===== src/rtl/dp_clash_pkg.sv =====
package dp_clash_pkg;
  typedef enum logic [1:0] {OWN_NONE, OWN_LEFT, OWN_RIGHT} owner_e;

  // datapath -> control: what the comparators see this cycle
  typedef struct packed {
    logic match;
    logic leftSteady;
    logic rightSteady;
    logic heldSame;
  } pathStatus_t;

  // control -> datapath: arbitration strobes
  typedef struct packed {
    logic blockLeft;
    logic blockRight;
    logic captureAddr;
  } ctrlStrobe_t;
endpackage


===== src/rtl/dp_clash_path.sv =====
module dp_clash_path
  import dp_clash_pkg::*;
#(
  parameter int ADDR_W = 14
) (
  input  logic              clk,
  input  logic              rstN,
  input  logic              masterMode,
  input  logic              leftEn,
  input  logic [ADDR_W-1:0] leftAddr,
  input  logic              leftWrite,
  input  logic              rightEn,
  input  logic [ADDR_W-1:0] rightAddr,
  input  logic              rightWrite,
  input  logic              leftBusyInN,
  input  logic              rightBusyInN,
  input  ctrlStrobe_t       strobe,
  output pathStatus_t       status,
  output logic              leftBusyN,
  output logic              rightBusyN,
  output logic              leftWrOk,
  output logic              rightWrOk
);
  localparam int NUM_PORTS = 2;
  localparam int LEFT_IDX  = 0;
  localparam int RIGHT_IDX = 1;

  logic [NUM_PORTS-1:0] enVec;
  logic [ADDR_W-1:0]    addrVec [NUM_PORTS];
  logic [NUM_PORTS-1:0] steadyVec;
  logic [ADDR_W-1:0]    heldAddr;

  assign enVec[LEFT_IDX]    = leftEn;
  assign enVec[RIGHT_IDX]   = rightEn;
  assign addrVec[LEFT_IDX]  = leftAddr;
  assign addrVec[RIGHT_IDX] = rightAddr;

  // per-port history: was this port already parked on this word last cycle
  for (genvar p = 0; p < NUM_PORTS; p++) begin : g_hist
    logic              prevEn;
    logic [ADDR_W-1:0] prevAddr;
    always_ff @(posedge clk or negedge rstN) begin
      if (!rstN) begin
        prevEn   <= 1'b0;
        prevAddr <= '0;
      end else begin
        prevEn   <= enVec[p];
        prevAddr <= addrVec[p];
      end
    end
    assign steadyVec[p] = prevEn && (prevAddr == addrVec[p]);
  end

  always_ff @(posedge clk or negedge rstN) begin
    if (!rstN)                   heldAddr <= '0;
    else if (strobe.captureAddr) heldAddr <= leftAddr;
  end

  assign status.match       = leftEn && rightEn && (leftAddr == rightAddr);
  assign status.leftSteady  = steadyVec[LEFT_IDX];
  assign status.rightSteady = steadyVec[RIGHT_IDX];
  assign status.heldSame    = (leftAddr == heldAddr);

  assign leftBusyN  = masterMode ? ~strobe.blockLeft  : leftBusyInN;
  assign rightBusyN = masterMode ? ~strobe.blockRight : rightBusyInN;
  assign leftWrOk   = leftEn  && leftWrite  && leftBusyN;
  assign rightWrOk  = rightEn && rightWrite && rightBusyN;

  // computed busy only during a real match
  assert_busy_needs_match_R1: assert property (@(posedge clk) disable iff (!rstN)
    masterMode && (!leftBusyN || !rightBusyN) |-> leftEn && rightEn && (leftAddr == rightAddr));

  // never both busy, exactly one during contention
  assert_one_loser_R4: assert property (@(posedge clk) disable iff (!rstN)
    masterMode |-> ($countones({~leftBusyN, ~rightBusyN}) == (status.match ? 1 : 0)));

  // ownership holds while the match stays on the same word
  assert_owner_kept_R5: assert property (@(posedge clk) disable iff (!rstN)
    masterMode && $past(masterMode) && $past(rstN) && status.match && $past(status.match)
      && (leftAddr == $past(leftAddr))
      |-> (leftBusyN == $past(leftBusyN)) && (rightBusyN == $past(rightBusyN)));

  // a busy port is never granted a write
  assert_write_blocked_R8: assert property (@(posedge clk) disable iff (!rstN)
    (!leftBusyN |-> !leftWrOk) and (!rightBusyN |-> !rightWrOk));

  // reset keeps busy released in master mode
  always @(posedge clk) begin
    if (rstN === 1'b0 && masterMode === 1'b1)
      assert_reset_idle_R9: assert (leftBusyN && rightBusyN);
  end
endmodule


===== src/rtl/dp_clash_ctrl.sv =====
module dp_clash_ctrl
  import dp_clash_pkg::*;
(
  input  logic        clk,
  input  logic        rstN,
  input  pathStatus_t status,
  output ctrlStrobe_t strobe
);
  owner_e ownerQ, ownerNow;

  always_comb begin
    if (!rstN || !status.match) begin
      ownerNow = OWN_NONE;
    end else if (ownerQ != OWN_NONE && status.heldSame) begin
      ownerNow = ownerQ;                       // match continues on the same word
    end else if (status.rightSteady && !status.leftSteady) begin
      ownerNow = OWN_RIGHT;                    // right was parked there first
    end else begin
      ownerNow = OWN_LEFT;                     // left first, or tie goes left
    end
  end

  always_ff @(posedge clk or negedge rstN) begin
    if (!rstN) ownerQ <= OWN_NONE;
    else       ownerQ <= ownerNow;
  end

  assign strobe.blockLeft   = (ownerNow == OWN_RIGHT);
  assign strobe.blockRight  = (ownerNow == OWN_LEFT);
  assign strobe.captureAddr = status.match;

  // a fresh match with no earlier port always grants the left side
  assert_tie_left_R3: assert property (@(posedge clk) disable iff (!rstN)
    status.match && !status.leftSteady && !status.rightSteady |-> strobe.blockRight && !strobe.blockLeft);
endmodule


===== src/rtl/dp_clash_arbiter.sv =====
module dp_clash_arbiter
  import dp_clash_pkg::*;
#(
  parameter int ADDR_W = 14
) (
  input  logic              clk,
  input  logic              rstN,
  input  logic              masterMode,
  input  logic              leftEn,
  input  logic [ADDR_W-1:0] leftAddr,
  input  logic              leftWrite,
  input  logic              rightEn,
  input  logic [ADDR_W-1:0] rightAddr,
  input  logic              rightWrite,
  input  logic              leftBusyInN,
  input  logic              rightBusyInN,
  output logic              leftBusyN,
  output logic              rightBusyN,
  output logic              leftWrOk,
  output logic              rightWrOk
);
  pathStatus_t status;
  ctrlStrobe_t strobe;

  dp_clash_path #(.ADDR_W(ADDR_W)) path_i (
    .clk(clk), .rstN(rstN), .masterMode(masterMode),
    .leftEn(leftEn), .leftAddr(leftAddr), .leftWrite(leftWrite),
    .rightEn(rightEn), .rightAddr(rightAddr), .rightWrite(rightWrite),
    .leftBusyInN(leftBusyInN), .rightBusyInN(rightBusyInN),
    .strobe(strobe), .status(status),
    .leftBusyN(leftBusyN), .rightBusyN(rightBusyN),
    .leftWrOk(leftWrOk), .rightWrOk(rightWrOk)
  );

  dp_clash_ctrl ctrl_i (
    .clk(clk), .rstN(rstN), .status(status), .strobe(strobe)
  );
endmodule


===== config.mk =====
export PLATFORM = sky130hd
export DESIGN_NAME = dp_clash_arbiter
export DESIGN_NICKNAME = d
export VERILOG_FILES = /design/src/rtl/dp_clash_pkg.sv /design/src/rtl/dp_clash_path.sv /design/src/rtl/dp_clash_ctrl.sv /design/src/rtl/dp_clash_arbiter.sv
export SDC_FILE = /design/constraint.sdc
export NUM_CORES = 1
export LEC_CHECK = 0
export CORE_MARGIN = 3
export CORE_UTILIZATION = 35
export CTS_CLUSTER_DIAMETER = 40
export DETAILED_ROUTE_END_ITERATION = 8
export PLACE_DENSITY = 0.55
export REMOVE_ABC_BUFFERS = 1
export SLEW_MARGIN = 20
export SYNTH_ARGS = -nofsm -noshare
export SYNTH_HDL_FRONTEND = slang
export SYNTH_SLANG_ARGS = --single-unit

===== constraint.sdc =====
create_clock -name clk -period 3.48 [get_ports clk]
set_clock_uncertainty 0.05 [all_clocks]
set_input_delay 0.696 -clock clk [delete_from_list [all_inputs] [get_ports clk]]
set_output_delay 0.696 -clock clk [all_outputs]
set_load 0.03 [all_outputs]

# After elaboration in Yosys (flattened, before gate mapping)
# Cells that the tools add are included.
[word_totals]
register_bits = 46
wordCells = 34
[op_classes]
eq_ne = 6
mux = 5
bitwise_logic = 2
n_reduce_logical = 15
[op_table]
columns = ["op", "count"]
rows = [
  ["14-bit equality test", 4],
  ["1-bit logical AND", 10],
  ["2-bit two-way mux", 3],
  ["1-bit logical NOT", 3],
  ["2-bit by 1-bit equality test with 1-bit output, second input constant", 1],
  ["2-bit equality test, second input constant", 1],
  ["1-bit two-way mux", 2],
  ["1-bit inverter", 2],
  ["2-bit nonzero test", 1],
  ["1-bit logical OR", 1],
]

# Longest topological paths before layout
[logic_depth]
word_depth = 11
ltp_mapped = 6

# Hierarchy
# Synthesis repeated with hierarchy kept, for this count alone.
[unflattened]
cells_unflattened = 156
area_unflattened_um2 = 2057.0
[modules_own_cells]
columns = ["mod", "instances", "cells_each", "area_per_inst_um2"]
rows = [
  ["dp_clash_path", 1, 142, 1940.6],
  ["dp_clash_ctrl", 1, 14, 116.4],
]

# Worst setup path after synthesis
# OpenSTA, ideal clock, no wires.
[synth_timing]
path_kind = "input-to-output"
startpoint = "input port leftAddr[3]"
endpoint = "output port leftWrOk"
t_arrival_ps = 2568
path_slack_ps = 166
cell_stages = 6
path_buffers = 0
path_cell_list = "xnor2_1 -> nand4_1 -> or4_1 -> and3_1 -> o2111a_1 -> nor3_1"
[synth_via]
elab_chain_len = 11
elab_cells_between_ends = 17
[synth_lines]
columns = ["item", "line_no", "rtl"]
rows = [
  ["start, declared", "dp_clash_arbiter.sv:10", "input logic [ADDR_W-1:0] leftAddr,"],
  ["14-bit equality test", "dp_clash_path.sv:51", "assign steadyVec[p] = prevEn && (prevAddr == addrVec[p]);"],
  ["1-bit logical AND", "dp_clash_path.sv:51", ""],
  ["1-bit logical NOT", "dp_clash_ctrl.sv:16", "end else if (status.rightSteady && !status.leftSteady) begin"],
  ["1-bit logical AND", "dp_clash_ctrl.sv:16", ""],
  ["2-bit two-way mux", "dp_clash_ctrl.sv:16", ""],
  ["2-bit two-way mux", "dp_clash_ctrl.sv:14", "end else if (ownerQ != OWN_NONE && status.heldSame) begin"],
  ["2-bit two-way mux *", "dp_clash_ctrl.sv:12", "if (!rstN || !status.match) begin"],
  ["2-bit equality test *", "dp_clash_ctrl.sv:28", "assign strobe.blockLeft = (ownerNow == OWN_RIGHT);"],
  ["1-bit inverter *", "dp_clash_path.sv:64", "assign leftBusyN = masterMode ? ~strobe.blockLeft : leftBusyInN;"],
  ["1-bit two-way mux *", "dp_clash_path.sv:64", ""],
  ["1-bit logical AND *", "dp_clash_path.sv:66", "assign leftWrOk = leftEn && leftWrite && leftBusyN;"],
  ["end, declared", "dp_clash_arbiter.sv:19", "output logic leftWrOk,"],
]
# Every way passes the cells marked *; elsewhere a longest branch is shown, timed or not.

# Worst setup path in the final report
[layout_timing]
startpoint = "input port leftAddr[5]"
endpoint = "output port leftWrOk"
# Same word-level chain as after synthesis.

==> impl.org <==
** Outcome
- The run finished with clean final reports.

** STA
- Across all setup checks in the final design, the least slack found is roughly 74 ps.
- Fmax :: 0.294 GHz
- Period minus WS final :: approximately 3400 ps
- Final setup violation count :: 0
- Setup_tns :: 0 ps
- The number of failing hold endpoints at the final stage is 0.
- The count of pins over their slew limit was 0.
- Normalized max-slew margin :: 77.0%
- Least-Margin Pin Slew :: roughly 350 ps
- Final worst path period share :: between 90% and 100%
- Hold_ws :: ~330 ps

** Final layout
- In the final layout, the share of cells above drive strength 1 is 34.9%.
- For this run, the post-layout net count is 277.
- In the layout the commonest cells are sky130_fd_sc_hd__dfrtp_1, sky130_fd_sc_hd__xnor2_1, sky130_fd_sc_hd__buf_4.
- Measured on the finished design, the core utilization comes to between 50% and 60%.
- Inserted Diodes :: 0
- Leaving out fill and tap cells, the most frequent cell in the layout is sky130_fd_sc_hd__dfrtp_1.
- The finished layout holds roughly 310 standard cells, fillers aside.
- The area growth from synthesis to layout is 44.2%.
- Fill cells in the final layout number 517.
- Final design area excluding fillers :: 2970 µm²

** Global route
- Total overflow reported by the global router :: 0
- Number of global-route vias before repair :: 1550
- Pin count of the biggest net entering global routing :: 28
- Initial antenna violation count :: 0
- Global routing used between 10% and 20% of the available tracks.
- First-pass GRT wire length :: about 7700 µm

** Critical path
- The signal on the critical path passes through dlygate4sd2_1, xnor2_1, nand3_1, or4_4, and3_4, o2111a_1, buf_4, nor3_2, buf_4.
- Kind of critical path :: input pin to output pin
- Critical Path Start Type :: input pin
- Crit path largest cell delay :: ~540 ps
- Data on the critical path is required at its endpoint by between 2000 and 3000 ps.
- Largest fanout on the critical path :: 2
- Kind of capture point of the worst setup path :: output pin
- The slowest stage of the critical path is the sky130_fd_sc_hd__or4_4 cell.
- Top cell by count, worst path :: sky130_fd_sc_hd__buf_4
- Data arrival time of the critical path :: 2660 ps

** Synthesis
- Share of the synthesized area in compound gates (AO/OA/AOI/OAI) :: about 1.8%
- Synthesized-area fraction occupied by and/or/nand/nor cells :: 10.1%
- Summing the areas of all xor and xnor instances in the mapped netlist gives about a quarter of the synthesized area.
- In the synthesized netlist the dominant register cell turns out to be sky130_fd_sc_hd__dfrtp_1.
- Adder-cell share of the synthesized area :: 0%
- The netlist uses 24 different library cells.
- Synth Area per Inst :: ~13 µm²
- Of the post-synthesis cell area, the part taken by muxes is 7.65%.
- After synthesis, the largest family of logic cells by area is XOR/XNOR gates.
- The mapped netlist covers ~2100 µm².
- The synthesized design contains 0 enable-type register cells.
- Number of instances in the synthesized netlist :: 156
- The synthesized design contains between 40 and 50 register bits.
- Fraction of registers with async set or reset after synthesis :: 100%
- Sequential cell area fraction in the yosys report :: 55.8%
- For this run, the number of Yosys warnings is 0.

** Pwr
- Overall power consumption after layout is estimated at roughly 1.1 mW.
- Worst VDD drop :: roughly 0.00024 V
- Leakage power :: ~1.4 nW
- Total power divided by cell area :: ~360 nW/µm²

** Die
- CORE AREA :: roughly 5600 µm²
- Number of ports placed on the die boundary :: 41
- Die height :: 82.8 µm
- Standard-cell rows :: 27
- The die covers 6850 µm².
- Starting utilization of the core area :: a little under two fifths
- Width of the chip :: just over 80 µm

** Run
- Across the run, the number of max-cap violations was 0.

** Clock network
- Htree depth :: 2
- Clock slew seen by the registers of the worst setup and hold paths :: around 90 ps
- Cts bufs inserted :: 5
- Source-to-sink clock delay at the later pin of the worst-skew pair :: approximately 300 ps
- TritonCTS clock tree :: yes
- CTS saw between 40 and 50 sinks.
- Number of buffers on the longest clock path :: 2
- Hold repair after CTS inserted 0 buffers.
- Cell at the root of the clock tree :: sky130_fd_sc_hd__clkbuf_8

** Placement
- Placement Setup Slack :: -612 ps
- After detailed placement, the design holds a cell count of just over 300.
- Routability-driven placement finished with a final weighted congestion of slightly above 0.8.
- During placement, the flow inserted port buffers numbering 40.
- Summing all placed instances gives a cell area of around 2800 µm².
- HPWL after detailed placement :: 3740 µm

** Drt
- For this block, the via count after detailed routing is 1456.
- The first TritonRoute pass finished after 4 iterations.
- Using the TritonRoute via totals, the vias-per-cell ratio works out to 4.65.
- WL final :: approximately 4800 µm
- DR DRC count :: 0
- Post-route antenna net violation count :: 0
- The detailed router finished its first iteration with 39 violations.
- Dividing the detail-routed wire length by the instance count gives ~15 µm.

** Min path
- In this run the worst hold path is classified as input pin to async pin.
-- power by group --
| group | leakage (nW) | internal (mW) | switching [mW] |
|---|---|---|---|
| clock | 0.0472 | 0.160 | 0.186 |
| combinational | 0.760 | 0.0961 | 0.0799 |
| sequential | 0.573 | 0.552 | 0.00813 |
| total | 1.38 | 0.808 | 0.274 |
-- registers in the layout (all words and copies together) (netlist names) --
name	flops
ctrl_i.ownerQ	2
path_i.g_hist.prevEn	2
path_i.g_hist.prevAddr	28
path_i.heldAddr	14
-- cells by family (layout without fill, tap and decap cells) --
group                  count (synthesis)  after routing
AO/OA/AOI/OAI                          5              5
AND/OR/NAND/NOR                       32             32
flip-flops                            46             46
XOR/XNOR                              56             56
multiplexers                          14             14
buffers and inverters                  3             88
-- worst max-delay path, delay by kind of cell --
family	cells	cell delay, ps
simple gates	4	940
compound gates	1	240
buf+inv	3	570
xor+xnor	1	200
-- Yosys cell counts, types with 2 or more instances --
library cell / count / area (µm²)
sky130_fd_sc_hd__inv_1: 2 / 7.51
sky130_fd_sc_hd__nand3_1: 3 / 15.0
sky130_fd_sc_hd__nand2_1: 2 / 7.51
sky130_fd_sc_hd__xor2_1: 17 / 149
sky130_fd_sc_hd__nand4_1: 9 / 56.3
sky130_fd_sc_hd__xnor2_1: 39 / 342
sky130_fd_sc_hd__nor4_1: 4 / 25.0
sky130_fd_sc_hd__nor2_1: 5 / 18.8
sky130_fd_sc_hd__mux2_1: 2 / 22.5
sky130_fd_sc_hd__nor3_1: 2 / 10.0
sky130_fd_sc_hd__a31oi_1: 2 / 12.5
sky130_fd_sc_hd__dfrtp_1: 46 / 1150
sky130_fd_sc_hd__mux2_2: 12 / 135
-- per-layer routing --
metal,vias up,GRT usage [%],share of wire (%)
met4,0,3.43,1.2
met2,28,25.4,50
li1,701,-,-
met5,-,0,0
met1,721,20.5,44
met3,6,4.66,4.4
-- final cells by class --
| class | instances | area, µm² | area share [%] |
|---|---|---|---|
| multi-input cells | 107 | 963 | 32.4 |
| inverters | 2 | 7.51 | 0.252 |
| clock inverters | 2 | 12.5 | 0.421 |
| clock buffers | 6 | 82.6 | 2.78 |
| flip-flops and latches | 46 | 1150 | 38.7 |
| repair buffers | 78 | 667 | 22.4 |
| well taps | 72 | 90.1 | 3.03 |
-- path summary, 6_finish.rpt --
path / slack (ps) / startpoint / cells after the start / endpoint
setup / recovery: 70 / leftAddr[5] / 9 / leftWrOk
hold / removal: 330 / rstN / 2 / path_i.g_hist[1].prevAddr[8]
setup reg to reg: 1570 / path_i.g_hist[0].prevAddr[7] / 6 / ctrl_i.ownerQ[0]
hold reg to reg: 460 / path_i.heldAddr[10] / 1 / path_i.heldAddr[10]
max in group asynchronous: 2750 / rstN / 2 / path_i.g_hist[1].prevAddr[11]
min in group clk: 460 / path_i.heldAddr[10] / 1 / path_i.heldAddr[10]
-- repair_timing --
action                     CTS  global route
buffers inserted             2             1
gates resized for setup     27            31
setup endpoints to repair    4             4
pin swaps                   12            12
gates cloned                 0             0
No activity file was read; power rests on OpenSTA's default activity.
